$ cat src/rtl/bes_pkg.sv
package bes_pkg;
  localparam int unsigned SW = 32;

  localparam int unsigned B_CRDIE   = 15;
  localparam int unsigned B_CRD     = 14;
  localparam int unsigned B_RDS     = 13;
  localparam int unsigned B_TMO     = 12;
  localparam int unsigned B_STA_LO  = 10;
  localparam int unsigned B_CNF     = 8;
  localparam int unsigned B_IBRDS   = 7;
  localparam int unsigned B_IBTMO   = 6;
  localparam int unsigned B_IBSTA_LO = 4;
  localparam int unsigned B_IBCNF   = 3;
  localparam int unsigned B_MULT    = 2;
  localparam int unsigned B_FREE    = 1;

  localparam logic [SW-1:0] RD_MASK  = 32'h0000_FDFE;
  localparam logic [SW-1:0] WR_MASK  = 32'h0000_8000;
  localparam logic [SW-1:0] W1C_MASK = 32'h0000_70C0;
  localparam logic [SW-1:0] TMO_GRP  = 32'h0000_1D04;
  localparam logic [SW-1:0] IBT_GRP  = 32'h0000_0C48;

  localparam int unsigned TA_W     = 32;
  localparam int unsigned TA_VIRT  = 29;
  localparam int unsigned TA_MODE_LO = 30;

  typedef enum logic [1:0] {
    CH_TMO   = 2'd0,
    CH_CNF   = 2'd1,
    CH_IBTMO = 2'd2,
    CH_IBCNF = 2'd3
  } chan_e;
  localparam int unsigned NCH = 4;
endpackage

$ cat src/rtl/bes_first_latch.sv
module bes_first_latch (
  input  logic evt,
  input  logic held,
  output logic first,
  output logic mult
);
  always_comb begin
    first = evt & ~held;
    mult  = evt &  held;
  end
endmodule

$ cat src/rtl/bes_ta_capture.sv
module bes_ta_capture
  import bes_pkg::*;
#(
  parameter int unsigned AW = 32
) (
  input  logic            clk,
  input  logic            rst_n,
  input  logic            capture,
  input  logic [AW-1:0]   addr,
  input  logic            virt,
  input  logic [1:0]      mode,
  output logic [TA_W-1:0] ta_q
);
  logic [TA_W-1:0] ta_d;

  always_comb begin
    ta_d = TA_W'(addr >> 2);
    if (virt) begin
      ta_d[TA_VIRT] = 1'b1;
      ta_d[TA_MODE_LO +: 2] = mode;
    end
  end

  always_ff @(posedge clk) begin
    if (!rst_n)       ta_q <= '0;
    else if (capture) ta_q <= ta_d;
  end
endmodule

$ cat src/rtl/bes_status_reg.sv
module bes_status_reg
  import bes_pkg::*;
(
  input  logic          clk,
  input  logic          rst_n,
  input  logic          wr,
  input  logic [SW-1:0] wdata,
  input  logic          mchk_ack,
  input  logic          tmo_evt,
  input  logic [1:0]    tmo_code,
  input  logic          cnf_evt,
  input  logic          rds_evt,
  input  logic          crd_evt,
  input  logic          ib_tmo_evt,
  input  logic [1:0]    ib_code,
  input  logic          ib_cnf_evt,
  input  logic          ib_rds_evt,
  input  logic          bus_free,
  output logic [SW-1:0] st_q,
  output logic          tmo_first
);
  logic [SW-1:0]  cleared;
  logic [SW-1:0]  st_d;
  logic [NCH-1:0] evt_v;
  logic [NCH-1:0] held_v;
  logic [NCH-1:0] first_v;
  logic [NCH-1:0] mult_v;

  // software and acknowledge clears come first
  always_comb begin
    cleared = st_q;
    if (wr) begin
      cleared = (cleared & ~WR_MASK) | (wdata & WR_MASK);
      cleared = cleared & ~(wdata & W1C_MASK);
      if (wdata[B_TMO])   cleared = cleared & ~TMO_GRP;
      if (wdata[B_IBTMO]) cleared = cleared & ~IBT_GRP;
    end
    if (mchk_ack) cleared = cleared & ~TMO_GRP;
  end

  always_comb begin
    evt_v[CH_TMO]    = tmo_evt;
    evt_v[CH_CNF]    = cnf_evt;
    evt_v[CH_IBTMO]  = ib_tmo_evt;
    evt_v[CH_IBCNF]  = ib_cnf_evt;
    held_v[CH_TMO]   = cleared[B_TMO];
    held_v[CH_CNF]   = cleared[B_CNF];
    held_v[CH_IBTMO] = cleared[B_IBTMO];
    held_v[CH_IBCNF] = cleared[B_IBCNF];
  end

  for (genvar g = 0; g < NCH; g++) begin : g_chan
    bes_first_latch u_fl (
      .evt   (evt_v[g]),
      .held  (held_v[g]),
      .first (first_v[g]),
      .mult  (mult_v[g])
    );
  end

  // events set on top of the cleared value
  always_comb begin
    st_d = cleared;
    st_d[B_FREE] = bus_free;
    if (first_v[CH_TMO]) begin
      st_d[B_TMO] = 1'b1;
      st_d[B_STA_LO +: 2] = tmo_code;
    end
    if (first_v[CH_CNF])   st_d[B_CNF] = 1'b1;
    if (first_v[CH_IBTMO]) begin
      st_d[B_IBTMO] = 1'b1;
      st_d[B_IBSTA_LO +: 2] = ib_code;
    end
    if (first_v[CH_IBCNF]) st_d[B_IBCNF] = 1'b1;
    if (|mult_v)           st_d[B_MULT]  = 1'b1;
    if (rds_evt)           st_d[B_RDS]   = 1'b1;
    if (crd_evt)           st_d[B_CRD]   = 1'b1;
    if (ib_rds_evt)        st_d[B_IBRDS] = 1'b1;
  end

  always_ff @(posedge clk) begin
    if (!rst_n) st_q <= '0;
    else        st_q <= st_d;
  end

  assign tmo_first = first_v[CH_TMO];
endmodule

$ cat src/rtl/bus_err_capture.sv
module bus_err_capture
  import bes_pkg::*;
#(
  parameter int unsigned AW = 32
) (
  input  logic          clk,
  input  logic          rst_n,
  input  logic          tmo_evt,
  input  logic [AW-1:0] tmo_addr,
  input  logic          tmo_virt,
  input  logic [1:0]    tmo_mode,
  input  logic [1:0]    tmo_code,
  input  logic          cnf_evt,
  input  logic          rds_evt,
  input  logic          crd_evt,
  input  logic          ib_tmo_evt,
  input  logic [1:0]    ib_code,
  input  logic          ib_cnf_evt,
  input  logic          ib_rds_evt,
  input  logic          bus_free,
  input  logic          mchk_ack,
  input  logic          reg_wr,
  input  logic [31:0]   reg_wdata,
  output logic [31:0]   reg_rdata,
  output logic [31:0]   ta_rdata,
  output logic          crd_irq
);
  logic [SW-1:0] st;
  logic          tmo_first;

  bes_status_reg u_st (
    .clk        (clk),
    .rst_n      (rst_n),
    .wr         (reg_wr),
    .wdata      (reg_wdata),
    .mchk_ack   (mchk_ack),
    .tmo_evt    (tmo_evt),
    .tmo_code   (tmo_code),
    .cnf_evt    (cnf_evt),
    .rds_evt    (rds_evt),
    .crd_evt    (crd_evt),
    .ib_tmo_evt (ib_tmo_evt),
    .ib_code    (ib_code),
    .ib_cnf_evt (ib_cnf_evt),
    .ib_rds_evt (ib_rds_evt),
    .bus_free   (bus_free),
    .st_q       (st),
    .tmo_first  (tmo_first)
  );

  bes_ta_capture #(.AW(AW)) u_ta (
    .clk     (clk),
    .rst_n   (rst_n),
    .capture (tmo_first),
    .addr    (tmo_addr),
    .virt    (tmo_virt),
    .mode    (tmo_mode),
    .ta_q    (ta_rdata)
  );

  assign reg_rdata = st & RD_MASK;
  assign crd_irq   = st[B_CRDIE] & st[B_CRD];
endmodule

$ cat config.mk
export PLATFORM = sky130hd
export DESIGN_NAME = bus_err_capture
export DESIGN_NICKNAME = d
export VERILOG_FILES = /design/src/rtl/bes_pkg.sv /design/src/rtl/bes_first_latch.sv /design/src/rtl/bes_ta_capture.sv /design/src/rtl/bes_status_reg.sv /design/src/rtl/bus_err_capture.sv
export SDC_FILE = /design/constraint.sdc
export NUM_CORES = 1
export LEC_CHECK = 0
export BUFFER_PORTS_ARGS = -buffer_cell sky130_fd_sc_hd__buf_2
export CAP_MARGIN = 10
export CORE_MARGIN = 1.5
export CORE_UTILIZATION = 40
export CTS_CLUSTER_DIAMETER = 150
export DETAILED_ROUTE_END_ITERATION = 12
export PLACE_DENSITY = 0.8
export SKIP_CTS_REPAIR_TIMING = 1
export SYNTH_ARGS = -nofsm -noshare
export SYNTH_HDL_FRONTEND = slang
export SYNTH_SLANG_ARGS = --single-unit
$ cat constraint.sdc
create_clock -name clk -period 1.4 [get_ports clk]
set_input_delay 0.21 -clock clk [delete_from_list [all_inputs] [get_ports clk]]
set_output_delay 0.21 -clock clk [all_outputs]
set_load 0.02 [all_outputs]
==> summary.txt, run 1 <==
Worst setup path
  • CP Capture Type: output pin
  • Cells along the critical path: buf_2
  • Crit path depth: 1
  • CP max stage cell: dfxtp_1
  • Crit path launch type: register
  • Critical Path Max Stage Delay: 0.42 ns
  • Crit-path max FO: 4
  • Worst R2R Path Depth: 3
  • Critical Path RT: 1.19 ns
  • Worst path bufs/invs: 1
  • Worst Path Arrival: 0.91 ns
  • CP Class: register to output pin
  • Crit-path leading delay family: flip-flops

Run
  • Max-cap violations: 0

STA
  • TNS Setup: 0 ns
  • Peak Freq: 891.0 MHz
  • Endpoints failing setup: 0
  • RSZ-0062 raised after global routing: no
  • Final Hold Viols: 0
  • Final worst path period need: 1.122 ns
  • Clock skew: 0.006737 ns
  • Final worst slack: 0.2776 ns
  • Final-report max-slew violation count: 0
  • Final period utilization: 0.8017

Global routing
  • Global-route met1 utilization: 0.1633
  • Gr busiest metal: met2
  • Initial antenna violation count: 0
  • Global-route wire length before repair: 6113 um
  • Grt total ovfl: 0
  • Vias in the first global route: 1,416
  • Routing usage on met2: 0.2553
  • GRT Resource Usage Total: 0.1450
  • Met3 Use GR: 0.03978
  • Largest net degree at the start of global routing: 47

Power
  • Gate power share: 0.189
  • PD cells: 1130 nW/um^2
  • Pwr Total: 2.934 mW
  • Peak supply drop: 0.4782 mV
  • Clock power share: 0.320
  • P_int: 2.151 mW
  • Switching Fraction: 0.2669
  • Reg power frac: 0.490
  • Net switching power: 0.7831 mW
  • P_leak: 1.356 nW

Clock tree
  • CTS Buf Count: 5
  • CTS tree: done
  • Clk buf depth: 2
  • Clock Pin Slew Worst Setup and Hold Paths: 0.08 ns
  • Clock sinks: 46
  • Root Buffer: clkbuf_8
  • Worst skew pair latency: 0.29 ns
  • H-tree Lvls: 2

Hold path
  • Worst Hold Path Cells: 2
  • Hold Crit Class: primary input to register

Run status
  • Outcome: finished clean

Logic synthesis
  • Sequential area share after synthesis: 0.4632
  • Yosys reg bits: 46
  • Post-synthesis cell count: 218
  • Unique masters post-synth: 21
  • Synth Warn #: 0
  • Syn_area_per_cell: 9.120 um^2
  • Synthesized area: 1988 um^2

Route
  • Final wirelength: 4059 um
  • Initial DRT Pass Iterations: 5
  • DRC viols: 0
  • Initial DRC Count: 59
  • Vias: 1,678
  • Final ANT Viol Nets: 0
  • Avg WL per Cell: 10.60 um
  • Vias per Instance: 4.381

Floorplan
  • Row cnt: 25
  • Die Wd: 73.50 um
  • Die ar.: 5402 um^2
  • Core area: 4755 um^2
  • Die Y: 73.50 um
  • Initial core utilization: 0.4182
  • I/O pins: 148

Place
  • DP HPWL: 3045 um
  • Gpl congestion: 0.6486
  • Setup WS pre-CTS: 0.1406 ns
  • Port Buffers: 101

Final layout
  • Synth-to-Final Area Change: 30.59%
  • Nets@finish: 398
  • Share of cells above drive strength 1: 0.3576
  • Commonest non-fill, non-tap cell in the layout: buf_2
  • Filler Cell Count: 468
  • Commonest non-fill, non-tap cells in the layout: 101 x buf_2, 73 x nand2_1, 46 x dfxtp_1, 37 x mux2i_1, 18 x conb_1
  • N_diodes: 0
[power groups by stage]
stage	Sequential, mW	Combinational [mW]	Clock, mW
6_report	1.44	0.556	0.940
5_1_grt	1.45	0.604	1.03
3_5_place_dp	1.47	0.562	0
2_1_floorplan	1.57	0.288	0
4_1_cts	1.44	0.562	0.978
3_3_place_gp	1.47	0.549	0
[logic make-up (layout without fill, tap and decap cells)]
group | Yosys count | after routing | share of synthesized area
compound gates | 15 | 15 | 0.05161
buf+inv | 32 | 113 | 0.1139
flops | 46 | 46 | 0.4632
mux | 37 | 37 | 0.1863
other cells | 1 | 18 | 0.001886
simple gates | 87 | 87 | 0.1831
[registers in the layout, indices dropped and copies added, names as in the netlist]
signal     cells
u_ta.ta_q     32
u_st.st_q     14
[per-stage QoR]
step	utilization	instance area [um^2]	hold WS, ns	instances
floorplan	-	2052	0.3373	235
global placement	0.5237	2490	0.4146	375
detailed placement	0.5237	2490	0.4230	375
CTS	0.5461	2596	0.1123	383
global route	0.5461	2596	0.1057	383
finish	0.5461	2596	0.1240	383
[path summary, 6_finish.rpt]
| path | startpoint | end | slack, ns |
|---|---|---|---|
| max reg2reg | u_st.st_q[12]$_SDFF_PN0_ | u_ta.ta_q[25]$_SDFFE_PN0P_ | 0.31 |
| min reg2reg | u_ta.ta_q[23]$_SDFFE_PN0P_ | u_ta.ta_q[23]$_SDFFE_PN0P_ | 0.46 |
| min | bus_free | u_st.st_q[1]$_SDFF_PN0_ | 0.12 |
| max | u_st.st_q[12]$_SDFF_PN0_ | reg_rdata[12] | 0.28 |
[cells in the mapped netlist]
library cell  instances  area (um^2)
nand2_1              73        274.0
a221oi_1              1        8.760
mux2i_1              37        370.4
nand4b_1              2        17.52
buf_2                 1        5.000
dfxtp_1              46        920.9
nand3_1               2        10.01
o21ai_0               2        10.01
nor2b_1               8        50.05
clkbuf_1              6        22.52
o22ai_1               1        6.260
a21boi_1              1        7.510
a21oi_4               1        16.27
a22oi_1               1        7.510
conb_1                1        3.750
buf_4                18        135.1
buf_6                 5        56.30
and2_1                2        12.51
a21boi_2              1        11.26
a21oi_1               7        35.03
buf_1                 2        7.510
[layout make-up]
class                           count  area [um^2]  share of cell area
Tap cell                           67        83.83             0.03229
Multi-Input combinational cell    157        912.1              0.3513
Sequential cell                    46        920.9              0.3547
Timing Repair Buffer              105        573.1              0.2207
Clock buffer                        7        76.32             0.02940
Clock inverter                      1        30.03             0.01157
[metal layers]
layer,share of wire,wire length [um]
met1,0.44,1801
met2,0.48,1935
met3,0.075,305
met4,0.0042,17
met5,0,0
Power figures use the tool's default switching activity.
==> inputs of run 2 (changes only) <==
clock period = 1.1 ns   (was 1.4 ns; I/O delays follow)
==> run 2 against run 1 <==
Effect of this change:
- the run now ends with setup timing left
- highest routed layer unchanged
- register-to-register slack worse by 0.32 ns
- first-iteration DRC count decreased by 37%
- largest cell class unchanged
- cell count is 2.1% higher
- combinational power is 39% higher
==> summary.txt, run 2 (synthesis gave the netlist of run 1 again) <==
Worst setup path
  • Worst path bufs/invs: 2 (was 1)
  • R2R Path End: u_ta.ta_q[25]$_SDFFE_PN0P_ (unchanged)
  • CP Capture Type: register (was output pin)
  • Crit-path max FO: 9 (was 4)
  • Crit-path most repeated cell: buf_12
  • CP Class: register to register (was register to output pin)
  • R2R Setup Slk: -0.01 ns (was 0.31 ns)
  • Reg2reg start: u_st.st_q[12]$_SDFF_PN0_ (unchanged)
  • Worst Path Arrival: 1.32 ns (was 0.91 ns)
  • CP max stage cell: dfxtp_2 (was dfxtp_1)
  • Critical Path Max Stage Delay: 0.36 ns (was 0.42 ns)
  • Worst R2R Path Depth: 4 (was 3)
  • Crit-path leading delay family: flip-flops (unchanged)
  • Crit path launch type: register (unchanged)
  • Critical Path RT: 1.31 ns (was 1.19 ns)
  • Cells along the critical path: a21boi_4 > buf_12 > buf_12 > mux2i_1 (was buf_2)

Power
  • PD cells: 1317 nW/um^2 (was 1130 nW/um^2)
  • Peak supply drop: 0.6809 mV (was 0.4782 mV)
  • Clock power share: 0.269 (was 0.320)
  • P_leak: 1.409 nW (was 1.356 nW)
  • Pwr Total: 3.567 mW (was 2.934 mW)
  • Gate power share: 0.217 (was 0.189)
  • Reg power frac: 0.514 (was 0.490)
  • Net switching power: 1.022 mW (was 0.7831 mW)
  • P_int: 2.545 mW (was 2.151 mW)
  • Switching Fraction: 0.2865 (was 0.2669)

Final layout
  • Filler Cell Count: 454 (was 468)
  • Synth-to-Final Area Change: 36.19% (was 30.59%)
  • Commonest non-fill, non-tap cells in the layout: 100 x buf_2, 73 x nand2_1, 43 x dfxtp_1, 37 x mux2i_1, 18 x conb_1 (was 101 x buf_2, 73 x nand2_1, 46 x dfxtp_1, 37 x mux2i_1, 18 x conb_1)
  • Top flop regs: u_ta.ta_q: 32 flops, u_st.st_q: 14 flops (unchanged)
  • Biggest register: u_ta.ta_q (unchanged)
  • Nets@finish: 407 (was 398)
  • N_diodes: 0 (unchanged)
  • Max reg flops: 32 (unchanged)
  • Share of cells above drive strength 1: 0.3858 (was 0.3576)
  • Commonest non-fill, non-tap cell in the layout: buf_2 (unchanged)

STA
  • TNS Setup: -0.01948 ns (was 0 ns)
  • Final worst slack: -0.01062 ns (was 0.2776 ns)
  • Final-report max-slew violation count: 0 (unchanged)
  • Endpoints failing setup: 2 (was 0)
  • Final worst path period need: 1.111 ns
  • Final Hold Viols: 0 (unchanged)
  • Final period utilization: 1.010
  • Peak Freq: 900.4 MHz
  • RSZ-0062 raised after global routing: yes (was no)
  • Clock skew: 0.009292 ns (was 0.006737 ns)

Route
  • Vias: 1,729 (was 1,678)
  • Vias per Instance: 4.422 (was 4.381)
  • Final ANT Viol Nets: 0 (unchanged)
  • Initial DRC Count: 37 (was 59)
  • Avg WL per Cell: 11.21 um (was 10.60 um)
  • Initial DRT Pass Iterations: 4 (was 5)
  • Final wirelength: 4382 um (was 4059 um)
  • DRC viols: 0 (unchanged)

Floorplan
  • Initial core utilization: 0.4182 (unchanged)
  • I/O pins: 148 (unchanged)
  • Row cnt: 25 (unchanged)
  • Core area: 4755 um^2 (unchanged)
  • Die Y: 73.50 um (unchanged)
  • Die Wd: 73.50 um (unchanged)
  • Die ar.: 5402 um^2 (unchanged)

Clock tree
  • Worst skew pair latency: 0.29 ns (about the same)
  • Clock Pin Slew Worst Setup and Hold Paths: 0.08 ns (about the same)
  • Clk buf depth: 2 (unchanged)
  • Clock sinks: 46 (unchanged)
  • CTS Buf Count: 5 (unchanged)
  • CTS tree: done (unchanged)
  • H-tree Lvls: 2 (unchanged)
  • Root Buffer: clkbuf_8 (unchanged)

Hold path
  • Hold_sp: bus_free (unchanged)
  • Worst Hold Path Cells: 2 (unchanged)
  • Worst Hold End: u_st.st_q[1]$_SDFF_PN0_ (unchanged)
  • Hold Crit Class: primary input to register (unchanged)

Global routing
  • GRT Resource Usage Total: 0.1502 (was 0.1450)
  • Initial antenna violation count: 0 (unchanged)
  • Grt total ovfl: 0 (unchanged)
  • Largest net degree at the start of global routing: 31 (was 47)
  • Global-route wire length before repair: 6299 um (was 6113 um)
  • Vias in the first global route: 1,478 (was 1,416)

Place
  • Gpl congestion: 0.6455 (was 0.6486)
  • DP HPWL: 3167 um (was 3045 um)
  • Port Buffers: 101 (unchanged)

Run status
  • Outcome: finished, violations left (was finished clean)
  • Failing checks: setup timing

Run
  • Max-cap violations: 0 (unchanged)
==> run 2: cell count changes in the layout (fill, tap and decap cells not counted), moves of 2 or more <==
cell and change:
buf_4 +5, dfxtp_2 +3, dfxtp_1 -3, buf_12 +2
clkbuf_16 +2
==> run 2: metrics by stage <==
stage / cells / area (um^2) / hold WS [ns] / setup slack, ns / utilization
floorplan: 235 / 2052 / 0.2923 / 0.03211 / -
finish: 391 / 2708 / 0.07472 / -0.01062 / 0.5695
global placement: 381 / 2547 / 0.3696 / 0.03894 / 0.5358
CTS: 388 / 2628 / 0.06842 / -0.008595 / 0.5526
global route: 391 / 2708 / 0.06398 / -0.05192 / 0.5695
detailed placement: 381 / 2547 / 0.3785 / -0.04363 / 0.5358
==> run 2: worst max path at each step <==
stage	from	to	slack (ns)	cells past startpoint
after floorplan	u_st.st_q[12]$_SDFF_PN0_	u_ta.ta_q[29]$_SDFFE_PN0P_	0.03	4
after global placement	reg_wr	u_ta.ta_q[22]$_SDFFE_PN0P_	0.04	5
after detailed placement	reg_wr	u_ta.ta_q[25]$_SDFFE_PN0P_	-0.04	5
after CTS	u_st.st_q[12]$_SDFF_PN0_	u_ta.ta_q[25]$_SDFFE_PN0P_	-0.009	3
after global routing	u_st.st_q[12]$_SDFF_PN0_	u_ta.ta_q[10]$_SDFFE_PN0P_	-0.05	4
final	u_st.st_q[12]$_SDFF_PN0_	u_ta.ta_q[25]$_SDFFE_PN0P_	-0.01	4
==> run 2: cell type report <==
class	count	area, um^2	share of cell area
clock inverters	1	7.507	0.002773
multi-input cells	157	912.1	0.3369
well taps	67	83.83	0.03096
clock buffers	6	72.57	0.02680
flip-flops and latches	46	924.6	0.3415
repair buffers	114	706.9	0.2611
==> run 2: worst register-to-register path: cells and delay by family, from the launching register on <==
kind	cells	cell delay, ns
flip-flops	1	0.36
AO/OA/AOI/OAI	1	0.18
multiplexers	1	0.22
buffers and inverters	2	0.28
==> run 2: layer usage <==
| metal | wire length (um) | GRT usage | up-vias | part of all wire |
|---|---|---|---|---|
| met3 | 270 | 0.03429 | 6 | 0.062 |
| li1 | - | - | 878 | - |
| met4 | 48 | 0.06173 | 0 | 0.011 |
| met2 | 2201 | 0.2653 | 75 | 0.50 |
| met5 | 0 | 0 | - | 0 |
| met1 | 1862 | 0.1735 | 770 | 0.42 |
==> run 2: power groups by stage <==
stage | registers (mW) | clock network [mW] | logic [mW]
finish | 1.83 | 0.961 | 0.774
floorplan | 2.00 | 0 | 0.366
global placement | 1.86 | 0 | 0.722
CTS | 1.83 | 1.00 | 0.737
global route | 1.84 | 1.05 | 0.840
detailed placement | 1.87 | 0 | 0.736
==> inputs of run 3 (changes only) <==
CORE_ASPECT_RATIO = 1.5   (was unset)
RECOVER_POWER = 25   (was unset)
==> run 3 against run 2 <==
Effect of this change:
- the run still ends with setup timing left
- flip-flop and latch count did not move
- combinational power about the same
- first-iteration DRC count rose by 59%
- hold slack gained 0.012 ns
- utilization fell by 0.31 points
- via count grew 0.58%
- register-to-register slack about the same
- sequential power barely moved
- global-route usage hardly changed
- critical path type unchanged
- largest cell class unchanged
==> summary.txt, run 3 (synthesis gave the netlist of run 1 again) <==
Global routing
  • GRT Resource Usage Total: 0.1500 (was 0.1502)
  • Vias in the first global route: 1,558 (was 1,478)
  • Grt total ovfl: 0 (unchanged)
  • Initial antenna violation count: 0 (unchanged)
  • Global-route wire length before repair: 6210 um (was 6299 um)
  • Largest net degree at the start of global routing: 50 (was 31)

Route
  • Avg WL per Cell: 11.36 um (was 11.21 um)
  • DRC viols: 0 (unchanged)
  • Vias: 1,739 (was 1,729)
  • Vias per Instance: 4.459 (was 4.422)
  • Final ANT Viol Nets: 0 (unchanged)
  • Final wirelength: 4432 um (was 4382 um)
  • Initial DRT Pass Iterations: 4 (unchanged)
  • Initial DRC Count: 59 (was 37)

Final layout
  • Biggest register: u_ta.ta_q (unchanged)
  • Multi-input logic area: 914.6 um^2 (was 912.1 um^2)
  • Nets@finish: 406 (was 407)
  • Commonest non-fill, non-tap cells in the layout: 100 x buf_2, 73 x nand2_1, 43 x dfxtp_1, 37 x mux2i_1, 18 x conb_1 (unchanged)
  • Max reg flops: 32 (unchanged)
  • Synth-to-Final Area Change: 37.00% (was 36.19%)
  • Commonest non-fill, non-tap cell in the layout: buf_2 (unchanged)
  • Top flop regs: u_ta.ta_q: 32 flops, u_st.st_q: 14 flops (unchanged)
  • N_diodes: 0 (unchanged)
  • Sequential cell area: 927.1 um^2 (was 924.6 um^2)
  • Filler Cell Count: 458 (was 454)
  • Share of cells above drive strength 1: 0.3889 (was 0.3858)
  • Final design utilization: 0.5663 (was 0.5695)
  • Finished Layout Cells: 390 (was 391)

Worst setup path
  • Crit-path max FO: 6 (was 9)
  • Reg2reg start: u_st.st_q[12]$_SDFF_PN0_ (unchanged)
  • R2R Path End: u_ta.ta_q[4]$_SDFFE_PN0P_ (was u_ta.ta_q[25]$_SDFFE_PN0P_)
  • CP Class: register to register (unchanged)
  • CP max stage cell: dfxtp_4 (was dfxtp_2)
  • Crit path launch type: register (unchanged)
  • Cells along the critical path: a21boi_4 > buf_12 > buf_12 > mux2i_1 (unchanged)
  • R2R Setup Slk: -0.007 ns (was -0.01 ns)
  • Crit path depth: 4 (unchanged)
  • Critical Path Max Stage Delay: 0.37 ns (was 0.36 ns)
  • Critical Path RT: 1.31 ns (about the same)
  • Crit-path leading delay family: flip-flops (unchanged)
  • Worst path bufs/invs: 2 (unchanged)
  • Crit-path most repeated cell: buf_12 (unchanged)
  • Worst R2R Path Depth: 4 (unchanged)
  • Worst Path Arrival: 1.31 ns (was 1.32 ns)
  • CP Capture Type: register (unchanged)

Run
  • Max-cap violations: 0 (unchanged)

STA
  • Final period utilization: 1.007 (was 1.010)
  • Final-report max-slew violation count: 0 (unchanged)
  • Final worst slack: -0.007312 ns (was -0.01062 ns)
  • RSZ-0062 raised after global routing: yes (unchanged)
  • Clock skew: 0.005569 ns (was 0.009292 ns)
  • Final worst path period need: 1.107 ns (was 1.111 ns)
  • Final Hold Viols: 0 (unchanged)
  • Endpoints failing setup: 1 (was 2)
  • Peak Freq: 903.1 MHz (was 900.4 MHz)

Hold path
  • Hold_sp: bus_free (unchanged)
  • Worst Hold End: u_st.st_q[1]$_SDFF_PN0_ (unchanged)
  • Hold Crit Class: primary input to register (unchanged)
  • Worst Hold Path Cells: 2 (unchanged)

Floorplan
  • Row cnt: 31 (was 25)
  • I/O pins: 148 (unchanged)
  • Core area: 4810 um^2 (was 4755 um^2)
  • Die ar.: 5411 um^2 (was 5402 um^2)
  • Die Wd: 60.57 um (was 73.50 um)
  • Die Y: 89.35 um (was 73.50 um)
  • Initial core utilization: 0.4134 (was 0.4182)

Power
  • P_leak: 1.421 nW (was 1.409 nW)
  • Pwr Total: 3.633 mW (was 3.567 mW)
  • Net switching power: 1.014 mW (was 1.022 mW)
  • Reg power frac: 0.504 (was 0.514)
  • P_int: 2.619 mW (was 2.545 mW)
  • Gate power share: 0.213 (was 0.217)
  • Clock power share: 0.283 (was 0.269)
  • Peak supply drop: 0.9301 mV (was 0.6809 mV)
  • PD cells: 1334 nW/um^2 (was 1317 nW/um^2)
  • Switching Fraction: 0.2791 (was 0.2865)

Clock tree
  • CTS Buf Count: 5 (unchanged)
  • H-tree Lvls: 2 (unchanged)
  • Worst skew pair latency: 0.29 ns (about the same)
  • Clk buf depth: 2 (unchanged)
  • CTS tree: done (unchanged)
  • Clock Pin Slew Worst Setup and Hold Paths: 0.08 ns (about the same)
  • Clock sinks: 46 (unchanged)
  • Root Buffer: clkbuf_8 (unchanged)

Run status
  • Outcome: finished, violations left (unchanged)
  • Failing checks: setup timing (unchanged)

Place
  • Placed Instances: 377 (was 381)
  • DP HPWL: 3165 um (was 3167 um)
  • Gpl congestion: 0.6855 (was 0.6455)
  • Port Buffers: 101 (unchanged)
-- run 3: cell types whose count changed in the layout (fill, tap and decap cells not counted), sizes merged --
cell / previous run / this run
clkinvlp: 1 / 0
buf: 112 / 110
clkinv: 0 / 1
clkbuf: 8 / 10
-- run 3: stage by stage --
stage	TNS (ns)	hold WS, ns	setup WS (ns)	area (um^2)
3_5_place_dp	-0.09014	0.3867	-0.05009	2511
3_3_place_gp	0	0.3724	0.02371	2511
4_1_cts	-0.03195	0.07712	-0.02442	2603
5_1_grt	-0.7692	0.06806	-0.04517	2724
2_1_floorplan	0	0.2923	0.03211	2052
6_report	-0.007312	0.08639	-0.007312	2724
-- run 3: worst max-delay path by stage --
stage | slack (ns) | startpoint | endpoint
6_report | -0.007 | u_st.st_q[12]$_SDFF_PN0_ | u_ta.ta_q[4]$_SDFFE_PN0P_
5_1_grt | -0.05 | u_st.st_q[12]$_SDFF_PN0_ | u_ta.ta_q[15]$_SDFFE_PN0P_
4_1_cts | -0.02 | u_st.st_q[12]$_SDFF_PN0_ | u_ta.ta_q[4]$_SDFFE_PN0P_
3_5_place_dp | -0.05 | reg_wr | u_ta.ta_q[4]$_SDFFE_PN0P_
3_3_place_gp | 0.02 | reg_wr | u_ta.ta_q[1]$_SDFFE_PN0P_
2_1_floorplan | 0.03 | u_st.st_q[12]$_SDFF_PN0_ | u_ta.ta_q[29]$_SDFFE_PN0P_
-- run 3: per-layer routing --
metal  up-vias  global-route usage  wire, um
li1        881                   -         -
met1       777              0.1445      1746
met2        75              0.2893      2351
met3         6             0.04052       267
met4         0             0.05929        67
met5         -                   0         0
-- run 3: layout make-up --
class | instances | area share
repair buffers | 113 | 0.2600
flip-flops and latches | 46 | 0.3404
well taps | 66 | 0.03032
multi-input cells | 157 | 0.3358
clock inverters | 1 | 0.001837
clock buffers | 7 | 0.03170
-- run 3: power by group through the flow --
stage	Combinational, mW	Sequential (mW)	Clock [mW]
6_report	0.774	1.83	1.03
5_1_grt	0.846	1.85	1.16
4_1_cts	0.722	1.83	1.08
3_5_place_dp	0.720	1.87	0
3_3_place_gp	0.707	1.86	0
2_1_floorplan	0.366	2.00	0
